**src/rtl/ide_br_pkg.sv**
```systemverilog
package ide_br_pkg;

  typedef enum logic [1:0] {
    SZ_BYTE = 2'd0,
    SZ_HALF = 2'd1,
    SZ_WORD = 2'd2,
    SZ_RSVD = 2'd3
  } acc_size_e;

  typedef enum logic [1:0] {
    RT_DROP = 2'd0,
    RT_TASK = 2'd1,
    RT_CTRL = 2'd2,
    RT_DATA = 2'd3
  } route_e;

  typedef enum logic [1:0] {
    ST_IDLE = 2'd0,
    ST_WAIT = 2'd1,
    ST_DONE = 2'd2
  } ctrl_state_e;

  localparam int unsigned TF_IDX_W = 4;
  localparam logic [TF_IDX_W-1:0] TF_IDX_DATA = 4'd0;
  localparam logic [TF_IDX_W-1:0] TF_IDX_CTRL = 4'd8;

  typedef struct packed {
    route_e                route;
    logic [TF_IDX_W-1:0]   idx;
  } route_t;

endpackage

```
**src/rtl/ide_br_decode.sv**
```systemverilog
module ide_br_decode
  import ide_br_pkg::*;
#(
  parameter int unsigned WIN_BITS    = 12,
  parameter int unsigned STRIDE_BITS = 4,
  parameter int unsigned TASK_LO     = 1,
  parameter int unsigned TASK_HI     = 7,
  parameter int unsigned CTRL_SLOT_A = 8,
  parameter int unsigned CTRL_SLOT_B = 22
) (
  input  logic [WIN_BITS-1:0] win_addr,
  input  acc_size_e           size,
  output route_t              dec
);

  localparam int unsigned SLOT_W = WIN_BITS - STRIDE_BITS;

  logic [SLOT_W-1:0] slot;
  logic              is_task;
  logic              is_ctrl;
  logic              is_data;
  logic              addr_unused;

  assign slot        = win_addr[WIN_BITS-1:STRIDE_BITS];
  assign addr_unused = ^win_addr[STRIDE_BITS-1:0];

  assign is_task = (slot >= SLOT_W'(TASK_LO)) && (slot <= SLOT_W'(TASK_HI));
  assign is_ctrl = (slot == SLOT_W'(CTRL_SLOT_A)) || (slot == SLOT_W'(CTRL_SLOT_B));
  assign is_data = (slot == '0);

  always_comb begin
    dec.route = RT_DROP;
    dec.idx   = TF_IDX_DATA;
    unique case (size)
      SZ_BYTE: begin
        if (is_task) begin
          dec.route = RT_TASK;
          dec.idx   = slot[TF_IDX_W-1:0];
        end else if (is_ctrl) begin
          dec.route = RT_CTRL;
          dec.idx   = TF_IDX_CTRL;
        end
      end
      SZ_HALF, SZ_WORD: begin
        if (is_data) begin
          dec.route = RT_DATA;
          dec.idx   = TF_IDX_DATA;
        end
      end
      default: begin
        dec.route = RT_DROP;
        dec.idx   = TF_IDX_DATA;
      end
    endcase
  end

endmodule

```
**src/rtl/ide_br_bswap.sv**
```systemverilog
module ide_br_bswap #(
  parameter int unsigned BYTES = 4
) (
  input  logic [8*BYTES-1:0] din,
  output logic [8*BYTES-1:0] dout
);

  for (genvar g = 0; g < BYTES; g++) begin : g_lane
    assign dout[8*g +: 8] = din[8*(BYTES-1-g) +: 8];
  end

endmodule

```
**src/rtl/ide_br_lanes.sv**
```systemverilog
module ide_br_lanes
  import ide_br_pkg::*;
#(
  parameter int unsigned DW = 32
) (
  input  acc_size_e        wr_size,
  input  acc_size_e        rd_size,
  input  logic [DW-1:0]    host_wd,
  input  logic [DW-1:0]    dev_rd,
  output logic [DW-1:0]    dev_wd,
  output logic [DW-1:0]    host_rd,
  output logic [DW-1:0]    fill
);

  localparam int unsigned HW    = 16;
  localparam int unsigned BYTES = DW / 8;

  logic [HW-1:0] half_wr_sw;
  logic [HW-1:0] half_rd_sw;
  logic [DW-1:0] word_wr_sw;
  logic [DW-1:0] word_rd_sw;

  ide_br_bswap #(.BYTES(HW/8)) u_half_wr (.din(host_wd[HW-1:0]), .dout(half_wr_sw));
  ide_br_bswap #(.BYTES(HW/8)) u_half_rd (.din(dev_rd[HW-1:0]),  .dout(half_rd_sw));
  ide_br_bswap #(.BYTES(BYTES)) u_word_wr (.din(host_wd),        .dout(word_wr_sw));
  ide_br_bswap #(.BYTES(BYTES)) u_word_rd (.din(dev_rd),         .dout(word_rd_sw));

  always_comb begin
    unique case (wr_size)
      SZ_BYTE: dev_wd = DW'(host_wd[7:0]);
      SZ_HALF: dev_wd = DW'(half_wr_sw);
      default: dev_wd = word_wr_sw;
    endcase
  end

  always_comb begin
    unique case (rd_size)
      SZ_BYTE: host_rd = DW'(dev_rd[7:0]);
      SZ_HALF: host_rd = DW'(half_rd_sw);
      default: host_rd = word_rd_sw;
    endcase
  end

  always_comb begin
    unique case (wr_size)
      SZ_BYTE: fill = DW'(8'hFF);
      SZ_HALF: fill = DW'(16'hFFFF);
      default: fill = '1;
    endcase
  end

endmodule

```
**src/rtl/ide_br_ctrl.sv**
```systemverilog
module ide_br_ctrl
  import ide_br_pkg::*;
#(
  parameter int unsigned DW = 32
) (
  input  logic                clk,
  input  logic                rst_n,
  input  logic                hst_req,
  input  logic                hst_we,
  input  acc_size_e           hst_size,
  input  route_t              dec,
  input  logic [DW-1:0]       dev_wd,
  input  logic [DW-1:0]       host_rd,
  input  logic [DW-1:0]       fill,
  input  logic                tf_rvalid,
  output logic                hst_ack,
  output logic [DW-1:0]       hst_rdata,
  output logic                tf_req,
  output logic                tf_we,
  output acc_size_e           tf_size,
  output logic [TF_IDX_W-1:0] tf_idx,
  output logic [DW-1:0]       tf_wdata
);

  ctrl_state_e st_q, st_d;
  logic        req_d;
  logic        ack_d;
  logic        cap_en;
  logic        rd_en;
  logic [DW-1:0] rd_d;
  logic        accept;

  assign accept = (st_q == ST_IDLE) && hst_req;

  always_comb begin
    st_d   = st_q;
    req_d  = 1'b0;
    ack_d  = 1'b0;
    cap_en = 1'b0;
    rd_en  = 1'b0;
    rd_d   = host_rd;
    unique case (st_q)
      ST_IDLE: begin
        if (hst_req) begin
          if (dec.route == RT_DROP) begin
            ack_d = 1'b1;
            rd_en = !hst_we;
            rd_d  = fill;
            st_d  = ST_DONE;
          end else begin
            req_d  = 1'b1;
            cap_en = 1'b1;
            if (hst_we) begin
              ack_d = 1'b1;
              st_d  = ST_DONE;
            end else begin
              st_d = ST_WAIT;
            end
          end
        end
      end
      ST_WAIT: begin
        if (tf_rvalid) begin
          ack_d = 1'b1;
          rd_en = 1'b1;
          rd_d  = host_rd;
          st_d  = ST_DONE;
        end
      end
      default: st_d = ST_IDLE;
    endcase
  end

  always_ff @(posedge clk or negedge rst_n) begin
    if (!rst_n) begin
      st_q    <= ST_IDLE;
      tf_req  <= 1'b0;
      hst_ack <= 1'b0;
    end else begin
      st_q    <= st_d;
      tf_req  <= req_d;
      hst_ack <= ack_d;
    end
  end

  always_ff @(posedge clk or negedge rst_n) begin
    if (!rst_n) begin
      tf_we    <= 1'b0;
      tf_size  <= SZ_BYTE;
      tf_idx   <= '0;
      tf_wdata <= '0;
    end else if (cap_en) begin
      tf_we    <= hst_we;
      tf_size  <= hst_size;
      tf_idx   <= dec.idx;
      tf_wdata <= hst_we ? dev_wd : '0;
    end
  end

  always_ff @(posedge clk or negedge rst_n) begin
    if (!rst_n) begin
      hst_rdata <= '0;
    end else if (rd_en) begin
      hst_rdata <= rd_d;
    end
  end

  assert_single_strobe_R9: assert property (@(posedge clk) disable iff (!rst_n)
    tf_req |=> !tf_req);

  assert_ack_pulse_R9: assert property (@(posedge clk) disable iff (!rst_n)
    hst_ack |=> !hst_ack);

  assert_drop_quiet_R5: assert property (@(posedge clk) disable iff (!rst_n)
    (accept && dec.route == RT_DROP) |=> (hst_ack && !tf_req));

  assert_wait_hold_R10: assert property (@(posedge clk) disable iff (!rst_n)
    (st_q == ST_WAIT && !tf_rvalid) |=> !hst_ack);

  assert_write_ack_R2: assert property (@(posedge clk) disable iff (!rst_n)
    (tf_req && tf_we) |-> hst_ack);

endmodule

```
**src/rtl/ide_mmio_bridge.sv**
```systemverilog
module ide_mmio_bridge
  import ide_br_pkg::*;
#(
  parameter int unsigned AW          = 32,
  parameter int unsigned WIN_BITS    = 12,
  parameter int unsigned STRIDE_BITS = 4
) (
  input  logic          clk,
  input  logic          rst_n,
  input  logic          hst_req,
  input  logic          hst_we,
  input  logic [1:0]    hst_size,
  input  logic [AW-1:0] hst_addr,
  input  logic [31:0]   hst_wdata,
  output logic          hst_ack,
  output logic [31:0]   hst_rdata,
  output logic          tf_req,
  output logic          tf_we,
  output logic [1:0]    tf_size,
  output logic [3:0]    tf_idx,
  output logic [31:0]   tf_wdata,
  input  logic          tf_rvalid,
  input  logic [31:0]   tf_rdata
);

  localparam int unsigned DW = 32;

  acc_size_e   size_in;
  acc_size_e   size_out;
  route_t      dec;
  logic [DW-1:0] dev_wd;
  logic [DW-1:0] host_rd;
  logic [DW-1:0] fill;
  logic          addr_unused;

  assign size_in     = acc_size_e'(hst_size);
  assign tf_size     = size_out;
  assign addr_unused = ^hst_addr[AW-1:WIN_BITS];

  ide_br_decode #(
    .WIN_BITS   (WIN_BITS),
    .STRIDE_BITS(STRIDE_BITS)
  ) u_decode (
    .win_addr(hst_addr[WIN_BITS-1:0]),
    .size    (size_in),
    .dec     (dec)
  );

  ide_br_lanes #(.DW(DW)) u_lanes (
    .wr_size(size_in),
    .rd_size(size_out),
    .host_wd(hst_wdata),
    .dev_rd (tf_rdata),
    .dev_wd (dev_wd),
    .host_rd(host_rd),
    .fill   (fill)
  );

  ide_br_ctrl #(.DW(DW)) u_ctrl (
    .clk      (clk),
    .rst_n    (rst_n),
    .hst_req  (hst_req),
    .hst_we   (hst_we),
    .hst_size (size_in),
    .dec      (dec),
    .dev_wd   (dev_wd),
    .host_rd  (host_rd),
    .fill     (fill),
    .tf_rvalid(tf_rvalid),
    .hst_ack  (hst_ack),
    .hst_rdata(hst_rdata),
    .tf_req   (tf_req),
    .tf_we    (tf_we),
    .tf_size  (size_out),
    .tf_idx   (tf_idx),
    .tf_wdata (tf_wdata)
  );

  assert_idx_range_R3: assert property (@(posedge clk) disable iff (!rst_n)
    tf_req |-> (tf_idx <= TF_IDX_CTRL));

  assert_ctrl_byte_R3: assert property (@(posedge clk) disable iff (!rst_n)
    (tf_req && tf_idx == TF_IDX_CTRL) |-> (tf_size == SZ_BYTE));

  assert_data_wide_R6: assert property (@(posedge clk) disable iff (!rst_n)
    (tf_req && tf_idx == TF_IDX_DATA) |-> (tf_size == SZ_HALF || tf_size == SZ_WORD));

  assert_half_upper_R7: assert property (@(posedge clk) disable iff (!rst_n)
    (tf_req && tf_we && tf_size == SZ_HALF) |-> (tf_wdata[31:16] == 16'h0));

  assert_no_rsvd_R12: assert property (@(posedge clk) disable iff (!rst_n)
    tf_req |-> (tf_size != SZ_RSVD));

endmodule

```
**config.mk**
```make
export PLATFORM = sky130hd
export DESIGN_NAME = ide_mmio_bridge
export DESIGN_NICKNAME = d
export VERILOG_FILES = /design/src/rtl/ide_br_pkg.sv /design/src/rtl/ide_br_decode.sv /design/src/rtl/ide_br_bswap.sv /design/src/rtl/ide_br_lanes.sv /design/src/rtl/ide_br_ctrl.sv /design/src/rtl/ide_mmio_bridge.sv
export SDC_FILE = /design/constraint.sdc
export NUM_CORES = 1
export LEC_CHECK = 0
export BUFFER_PORTS_ARGS = -buffer_cell sky130_fd_sc_hd__clkbuf_2
export CORE_ASPECT_RATIO = 2
export CORE_MARGIN = 2
export CORE_UTILIZATION = 42
export CTS_CLUSTER_DIAMETER = 30
export DETAILED_ROUTE_END_ITERATION = 8
export PLACE_DENSITY = 0.84
export SYNTH_ARGS = -nofsm -noshare
export SYNTH_HDL_FRONTEND = slang
export SYNTH_SLANG_ARGS = --single-unit
```
**constraint.sdc**
```tcl
create_clock -name clk -period 1.9 [get_ports clk]
set_input_delay 0.38 -clock clk [delete_from_list [all_inputs] [get_ports clk]]
set_output_delay 0.38 -clock clk [all_outputs]
set_load 0.02 [all_outputs]
```
==> results of run 1 <==
==> worst reg2reg max path: cells and delay by family (launching register included) <==
kind / cells / cell delay (ps)
flip-flops: 1 / 430
AO/OA/AOI/OAI: 2 / 640
buffers and inverters: 1 / 230
AND/OR/NAND/NOR: 3 / 420
==> stage by stage <==
| stage | setup WS [ps] | utilization, % | std cells | TNS (ps) |
|---|---|---|---|---|
| 2_1_floorplan | -461.2 | - | 397 | -28530 |
| 3_3_place_gp | -705.7 | 57.66 | 650 | -42580 |
| 3_5_place_dp | -750.6 | 57.66 | 650 | -45100 |
| 4_1_cts | -231.9 | 64.00 | 675 | -10630 |
| 5_1_grt | -300.9 | 67.81 | 682 | -16340 |
| 6_report | -259.8 | 67.81 | 682 | -13160 |
==> state kept, by name (all words and copies together) (netlist names) <==
register	flops
u_ctrl.tf_size	2
u_ctrl.tf_idx	4
u_ctrl.hst_ack	1
u_ctrl.tf_wdata	32
u_ctrl.tf_req	1
u_ctrl.st_q	2
u_ctrl.tf_we	1
u_ctrl.hst_rdata	32
==> synth_stat cells <==
master	instances	area (sq um)
nand2_1	94	352.8
dfrtp_1	75	1877
o21ai_0	50	250.2
a21oi_1	41	205.2
nor2_1	26	97.59
clkbuf_1	21	78.83
a22o_1	8	70.07
a22oi_1	8	60.06
mux2i_1	8	80.08
o311a_1	8	80.08
inv_1	7	26.28
a221o_1	6	60.06
buf_2	4	20.02
ha_1	4	50.05
o31ai_1	4	30.03
buf_1	3	11.26
and2_1	2	12.51
nand4_1	2	12.51
o211ai_1	2	15.01
o21ai_1	2	10.01
or4_1	2	15.01
or4b_1	2	20.02
a2111oi_2	1	15.01
a2111oi_4	1	27.53
and3b_1	1	8.760
buf_4	1	7.510
mux2_1	1	11.26
nand2b_1	1	6.260
nand3_1	1	5.000
nand3b_1	1	7.510
nand4b_1	1	8.760
nor2_2	1	6.260
nor2b_1	1	6.260
nor3_1	1	5.000
nor4_2	1	12.51
nor4b_1	1	8.760
o21ai_2	1	8.760
o31a_2	1	10.01
o41ai_1	1	8.760
or4b_4	1	13.76
==> worst max-delay path by stage <==
stage / start / endpoint / slack (ps)
3_5_place_dp: hst_size[0] / u_ctrl.st_q[0] / -750
6_report: hst_size[0] / u_ctrl.tf_wdata[3] / -260
3_3_place_gp: hst_size[0] / u_ctrl.st_q[0] / -710
4_1_cts: hst_size[0] / u_ctrl.st_q[0] / -230
5_1_grt: hst_size[0] / u_ctrl.tf_wdata[3] / -300
2_1_floorplan: hst_size[0] / u_ctrl.tf_we / -460
==> kinds of logic after synthesis <==
logic type                 Yosys count  share of synthesized area, %
buffers and inverters               36                         3.984
AOI/OAI and AO/OA                  134                         23.55
and+or+nand+nor                    139                         16.59
DFF                                 75                         51.96
adders and majority gates            4                         1.386
muxes                                9                         2.529
==> timing repair <==
action                     CTS  global route
hold endpoints to repair    29             0
cloned                       5             5
setup endpoints to repair   75            73
resized for setup           78            62
hold buffers                 1             0
buffers inserted             4             2
pin swaps                   21            21
==> power groups by stage <==
stage                     combinational [uW]  clock, uW  sequential (uW)
after global routing                     963       1650             1830
after detailed placement                 833          0             1830
after floorplan                          289          0             1960
after global placement                   813          0             1830
final                                    887       1550             1810
after CTS                                864       1580             1810
==> area by class of cell <==
cell class | count | area, sq um
clock inverters | 4 | 26.28
flip-flops and latches | 75 | 1877
multi-input cells | 288 | 1932
fillers | 610 | 2669
inverters | 7 | 46.29
clock buffers | 12 | 246.5
well taps | 98 | 122.6
repair buffers | 198 | 1373
==> routing by layer <==
layer	vias up	GRT usage, %	share of wire (%)
met5	-	0	0
met4	0	12.42	4.4
met3	40	5.060	5.3
met2	219	50.05	57
met1	1819	25.71	33
li1	1771	-	-
==> impl_metrics.json, run 1 <==
{
  "ff2ff_path_depth": 6,
  "ir_drop_v": 0.0006473,
  "design.core.area_sq_um": 8292,
  "period_share_pct": 113.7,
  "clock-sinks": 75,
  "power.switching_uw": 1256,
  "clk_transition_reported_paths_ps": 60,
  "worst_slew_pin_slew_ps": 530.8,
  "cts_tree": "built",
  "cp_cell_sequence": "clkbuf_16 -> inv_12 -> ha_4 -> or4b_4 -> a2111oi_4 -> buf_6 -> buf_12 -> o21ai_4 -> clkbuf_16 -> nand2_4 -> o21ai_2",
  "timing_hold_violations_final": 0,
  "final_common_cell": "clkbuf_2",
  "fin_nets": 686,
  "r2r_slack_ps": 110,
  "whs_ps": 270.1,
  "cp_num_buf_inv": 5,
  "clockBufferDepth": 2,
  "cap_violations": 0,
  "hold_path_end": "u_ctrl.tf_wdata[20]",
  "maxSlewHeadroom_pct": 64.48,
  "vias": 3849,
  "drv_slew": 0,
  "leakage_uw": 0.002689,
  "dp_hpwl_um": 8759,
  "yosys_warnings": 0,
  "placed_area_sq_um": 4781,
  "avgSynthCellArea_sq_um": 9.099,
  "clk_latency_ps": 330,
  "critPathCaptureType": "flop",
  "cp_num_cells": 11,
  "via_per_inst": 5.644,
  "synth.distinct_cells": 40,
  "portBuffers": 151,
  "comb_power_share_pct": 20.9,
  "worstSetupPathType": "primary input to flop",
  "skew_ps": 7.256,
  "internal-power_uw": 2994,
  "root_buffer": "clkbuf_16",
  "ios": 176,
  "finalWorstSetupSlack_ps": -259.8,
  "synthesis.nets": 504,
  "grt_overflow": 0,
  "hold_path.class": "primary input to flop",
  "p_total_uw": 4250,
  "final_cell_mix": "clkbuf_2 (148), dfrtp_1 (75), nand2_1 (67)",
  "critPathArrivalTime_ps": 2370,
  "detail-route-antenna-nets": 0,
  "power.share.sequential_pct": 42.6,
  "syn_inst": 397,
  "grt_pass1_wl_um": 18710,
  "max_freq_mhz": 463.0,
  "min_from": "hst_wdata[12]",
  "fp.dieH_um": 135.2,
  "start_util_pct": 43.56,
  "post-route-drc-count": 0,
  "crit_required_ps": 2110,
  "grt_max_degree": 33,
  "grt_usage_pct": 25.86,
  "crit_fanout": 6,
  "violations": "negative setup slack",
  "switching_share_pct": 29.56,
  "clkPwrFrac_pct": 36.5,
  "cts_buffers": 9,
  "yosys_register_bits": 75,
  "run_status": "finished with violations",
  "setup_viol": 73,
  "fp.dieW_um": 69.58,
  "die-area_sq_um": 9403,
  "cpMostUsedCell": "clkbuf_16",
  "timing.rr.end": "u_ctrl.hst_rdata[25]",
  "antenna_found_initial": 0,
  "cts_max_level": 3,
  "power_density_nw_per_um2": 755.8,
  "min_path_cells": 3,
  "gp_congestion": 0.9320,
  "initialDrtViolationCount": 219,
  "syn2layout_area_growth_pct": 55.66,
  "critPathLaunchType": "primary input",
  "timing.rr.start": "u_ctrl.st_q[0]",
  "grt_pass1_vias": 3736,
  "cp_slowest_cell": "or4b_4",
  "totalWireLength_um": 12590,
  "drive_above_1_share_pct": 48.12,
  "cp_slowest_stage_delay_ps": 460,
  "finalInstanceArea_sq_um": 5623,
  "std_cell_rows": 47,
  "diodes": 0,
  "rsz0062_at_grt": "yes",
  "wl_per_cell_um": 18.46,
  "syn-cell-area_sq_um": 3612,
  "finalCriticalPeriod_ps": 2160,
  "critPathTopFamily": "buffers and inverters",
  "drtPass1Iterations": 4,
  "seq_area_frac_synth_pct": 51.96
}
Note: power is estimated with default switching activity, not from simulation.
==> inputs of run 2 (changes only) <==
- RECOVER_POWER: unset -> 50
- TNS_END_PERCENT: unset -> 1
==> run 2 against run 1 <==
Compared with the run above:
- the flow still finishes with violations (negative setup slack)
- flip-flop and latch count is the same
- combinational power shrank 5.2%
- via count is 6.2% lower
- critical path type unchanged
- largest power group unchanged
- routed wire length decreased by 10%
- clock-buffer cell count fell by 2
==> impl_metrics.json, run 2 (synthesized netlist as in run 1, its figures left out) <==
{
  "skew_ps": 5.909,
  "grtUsageMet2_pct": 46.63,
  "clockBufferDepth": 2,
  "comb_power_share_pct": 20.3,
  "worstSetupPathType": "primary input to flop",
  "totalWireLength_um": 11290,
  "initialDrtViolationCount": 177,
  "power.share.sequential_pct": 43.5,
  "post-route-drc-count": 0,
  "crit_required_ps": 2150,
  "start_util_pct": 43.56,
  "diodes": 0,
  "antenna_found_initial": 0,
  "ir_drop_v": 0.0005729,
  "r2r_slack_ps": 200,
  "rsz0062_at_grt": "yes",
  "grt_max_degree": 43,
  "whs_ps": 183.2,
  "clkPwrFrac_pct": 36.2,
  "cts_buffers": 9,
  "fin_nets": 670,
  "run_status": "finished with violations",
  "drtPass1Iterations": 4,
  "via_per_inst": 5.432,
  "grt_pass1_wl_um": 18140,
  "fp.dieW_um": 69.58,
  "leakage_uw": 0.002502,
  "final_core_util_pct": 61.57,
  "period_share_pct": 114.3,
  "maxSlewHeadroom_pct": 37.83,
  "portBuffers": 151,
  "cap_violations": 0,
  "ios": 176,
  "switching_share_pct": 29.53,
  "detail-route-antenna-nets": 0,
  "dp_hpwl_um": 9000,
  "root_buffer": "clkbuf_16",
  "final_common_cell": "clkbuf_2",
  "cts_tree": "built",
  "dp_cells": 648,
  "hold_path.class": "primary input to async pin",
  "violations": "negative setup slack",
  "use_met3_pct": 4.464,
  "syn2layout_area_growth_pct": 41.32,
  "finalWorstSetupSlack_ps": -272.1,
  "final_cells": 665,
  "max_freq_mhz": 460.4,
  "grt_pass1_vias": 3617,
  "post-place-ws_ps": -774.7,
  "gp_congestion": 0.9675,
  "cts_max_level": 3,
  "critPathCaptureType": "flop",
  "power.switching_uw": 1225,
  "final_cell_mix": "clkbuf_2 (150), nand2_1 (94), dfrtp_1 (75)",
  "critPathLaunchType": "primary input",
  "worst_slew_pin_slew_ps": 932.6,
  "timing.rr.end": "u_ctrl.hst_rdata[26]",
  "drive_above_1_share_pct": 38.45,
  "power_density_nw_per_um2": 812.4,
  "wl_per_cell_um": 16.98,
  "nFillCells": 686,
  "internal-power_uw": 2923,
  "die-area_sq_um": 9403,
  "finalCriticalPeriod_ps": 2172,
  "design.core.area_sq_um": 8292,
  "clock-sinks": 75,
  "busiest_layer": "met2",
  "drv_slew": 0,
  "vias": 3612,
  "clk_transition_reported_paths_ps": 60,
  "timing.rr.start": "u_ctrl.st_q[0]",
  "grt_util_met1_pct": 25.54,
  "std_cell_rows": 47,
  "grt_usage_pct": 24.87,
  "crit_fanout": 6,
  "setup_viol": 73,
  "reg_top3": "u_ctrl.hst_rdata: 32 flops, u_ctrl.tf_wdata: 32 flops, u_ctrl.tf_idx: 4 flops",
  "fp.dieH_um": 135.2,
  "ff2ff_path_depth": 6,
  "timing_hold_violations_final": 0,
  "cts.hold.buffers_added": 0,
  "critPathArrivalTime_ps": 2430,
  "clk_latency_ps": 330,
  "grt_overflow": 0
}
## run 2: worst max-delay path by stage
stage           startpoint              to  slack [ps]
5_1_grt        hst_size[0]  u_ctrl.st_q[0]        -320
2_1_floorplan  hst_size[0]    u_ctrl.tf_we        -460
3_5_place_dp   hst_size[0]  u_ctrl.st_q[0]        -770
6_report       hst_size[0]  u_ctrl.st_q[0]        -270
4_1_cts        hst_size[0]  u_ctrl.st_q[0]        -260
3_3_place_gp   hst_size[0]  u_ctrl.st_q[0]        -700
## run 2: repair_timing
item                                   CTS  global route
cloned                                   0             0
setup endpoints to repair               75            75
setup buffers                            2             0
pin swaps                                6             3
endpoints found under the hold margin    0             0
resized for setup                       38             2
## run 2: layout make-up
type / count / area, sq um / area share (%)
clock buffers: 10 / 229.0 / 4.485
clock inverters: 5 / 31.28 / 0.6127
inverters: 7 / 46.29 / 0.9069
multi-input cells: 286 / 1675 / 32.82
flip-flops and latches: 75 / 1877 / 36.76
well taps: 98 / 122.6 / 2.402
repair buffers: 184 / 1124 / 22.01
## run 2: layer usage
layer,vias up,routed length (um)
met2,186,6240
met5,-,0
li1,1729,-
met4,0,550
met3,36,650
met1,1661,3853
## run 2: power by group through the flow
stage | logic (uW) | registers (uW) | clock network, uW
CTS | 851 | 1800 | 1520
finish | 841 | 1800 | 1500
floorplan | 288 | 1960 | 0
detailed placement | 836 | 1830 | 0
global route | 913 | 1820 | 1590
global placement | 815 | 1820 | 0
## run 2: metrics by stage
stage / setup TNS, ps / total power (uW) / cell area (sq um)
final: -8737 / 4147 / 5105
after global routing: -13630 / 4317 / 5105
after detailed placement: -47100 / 2667 / 4766
after global placement: -42980 / 2639 / 4766
after floorplan: -29550 / 2252 / 3679
after CTS: -10710 / 4179 / 5119
## run 2: critical path: stages
cell       delay, ps
clkbuf_16        120
inv_12            30
ha_4             240
or4b_4           460
a2111oi_4        320
buf_6            190
nor2_2            50
or4b_4           480
a21oi_2          150
==> inputs of run 3 (changes only) <==
- PLACE_DENSITY: 0.84 -> 0.89
- SETUP_SLACK_MARGIN: unset -> 0.4
==> run 3 against run 2 <==
Compared with the run above:
- the run still ends with negative setup slack left
- fmax is 0.14% higher
- critical path depth stayed put
- die area is the same
- sequential power barely moved
- first-iteration DRC count is 34% higher
- combinational power is 6.2% higher
- register-to-register slack worse by 100 ps
- largest cell class unchanged
==> impl_metrics.json, run 3 (synthesized netlist as in run 1, its figures left out) <==
{
  "run_status": "finished with violations",
  "violations": "negative setup slack",
  "final_cell_mix": "clkbuf_2 (149), nand2_1 (87), dfrtp_1 (75)",
  "final_core_util_pct": 63.86,
  "drt-met1-wl_um": 4117,
  "vias": 3685,
  "rsz0062_at_grt": "yes",
  "drtPass1Iterations": 7,
  "leakage_uw": 0.002542,
  "clockBufferDepth": 2,
  "finalInstanceArea_sq_um": 5295,
  "wl_per_cell_um": 17.79,
  "hold_path.class": "primary input to async pin",
  "design.core.area_sq_um": 8292,
  "clk_latency_ps": 340,
  "syn2layout_area_growth_pct": 46.59,
  "ir_drop_v": 0.0005236,
  "antenna_found_initial": 0,
  "placed_area_sq_um": 4766,
  "worst_slew_pin_slew_ps": 1084,
  "drv_slew": 0,
  "dr_wl_met3_um": 742,
  "skew_ps": 4.699,
  "cts_max_level": 3,
  "grt_pass1_vias": 3688,
  "critPathArrivalTime_ps": 2440,
  "finalCriticalPeriod_ps": 2169,
  "maxSlewHeadroom_pct": 27.76,
  "diodes": 0,
  "final_common_cell": "clkbuf_2",
  "fp.dieW_um": 69.58,
  "grt_max_degree": 66,
  "detail-route-antenna-nets": 0,
  "cts_buffers": 9,
  "grt_overflow": 0,
  "via_per_inst": 5.533,
  "critPathLaunchType": "primary input",
  "portBuffers": 151,
  "crit_fanout": 5,
  "reg_top3": "u_ctrl.hst_rdata: 32 flops, u_ctrl.tf_wdata: 32 flops, u_ctrl.tf_idx: 4 flops",
  "timing_hold_violations_final": 0,
  "die-area_sq_um": 9403,
  "crit_required_ps": 2170,
  "totalWireLength_um": 11850,
  "period_share_pct": 114.2,
  "cts.hold.buffers_added": 0,
  "clk_transition_reported_paths_ps": 60,
  "post-route-drc-count": 0,
  "top_layer": "met4",
  "std_cell_rows": 47,
  "ff2ff_path_depth": 6,
  "ios": 176,
  "power_density_nw_per_um2": 819.7,
  "grt_usage_pct": 25.16,
  "cap_violations": 0,
  "nFillCells": 636,
  "fin_nets": 671,
  "fp.dieH_um": 135.2,
  "wl_met2_um": 6433,
  "max_freq_mhz": 461.0,
  "setup_viol": 73,
  "grt_pass1_wl_um": 18340,
  "cp_cell_sequence": "clkbuf_16 -> inv_12 -> ha_4 -> or4b_4 -> a2111oi_4 -> buf_4 -> nor2_2 -> or4b_1 -> a21oi_2",
  "gp_congestion": 0.9310,
  "initialDrtViolationCount": 237,
  "cts_tree": "built",
  "clock-sinks": 75,
  "cp_slowest_cell": "or4b_1",
  "dp_hpwl_um": 8957,
  "drive_above_1_share_pct": 44.19,
  "cp_slowest_stage_delay_ps": 480,
  "worstSetupPathType": "primary input to flop",
  "root_buffer": "clkbuf_16",
  "critPathCaptureType": "flop",
  "finalWorstSetupSlack_ps": -269.1,
  "start_util_pct": 43.56
}
[run 3: path summary, 6_finish.rpt]
path / slack (ps) / end / startpoint
worst max-delay path: -270 / u_ctrl.st_q[0] / hst_size[0]
worst min-delay path: 220 / u_ctrl.hst_rdata[14] / rst_n
worst max register to register: 100 / u_ctrl.hst_rdata[16] / u_ctrl.st_q[0]
worst min register to register: 480 / u_ctrl.st_q[0] / u_ctrl.st_q[1]
max in group asynchronous: 500 / u_ctrl.st_q[1] / rst_n
min in group clk: 270 / u_ctrl.tf_wdata[19] / hst_wdata[11]
[run 3: what timing repair did]
action,in CTS,in global routing
gates cloned,0,1
setup buffers,1,1
gates resized for setup,45,56
setup endpoints to repair,76,77
pin swaps,12,2
[run 3: power by group]
group          internal (uW)  switching, uW  leakage [uW]
clock                    998            644      0.000141
combinational            357            536       0.00147
sequential              1720           85.0      0.000933
total                   3080           1260       0.00254
[run 3: final cells by class]
cell class	count	area, sq um	share of cell area [%]
sequential	75	1877	35.44
clock buffer	9	225.2	4.253
inverter	7	46.29	0.8743
clock inverter	6	57.56	1.087
timing repair buffer	185	1166	22.02
tap	98	122.6	2.316
multi-input combinational	286	1800	34.00
[run 3: worst max-delay path: cells and delay by family]
kind	cells	cell delay, ps
and+or+nand+nor	3	990
adders and majority gates	1	230
buffers and inverters	3	360
AOI/OAI and AO/OA	2	460
[run 3: routing by layer]
| layer | GRT usage (%) | up-vias |
|---|---|---|
| li1 | - | 1728 |
| met1 | 27.57 | 1736 |
| met2 | 44.71 | 191 |
| met3 | 4.092 | 30 |
| met4 | 15.69 | 0 |
| met5 | 0 | - |
[run 3: metrics by stage]
stage	setup slack, ps	hold slack (ps)	setup TNS, ps	total power, uW	std cells
CTS	-267.8	56.23	-11770	4317	664
detailed placement	-754.4	414.4	-49900	2665	648
global route	-317.8	285.9	-17810	4512	666
global placement	-690.4	413.9	-45580	2640	648
floorplan	-461.5	84.41	-29550	2252	397
finish	-269.1	222.4	-12070	4341	666
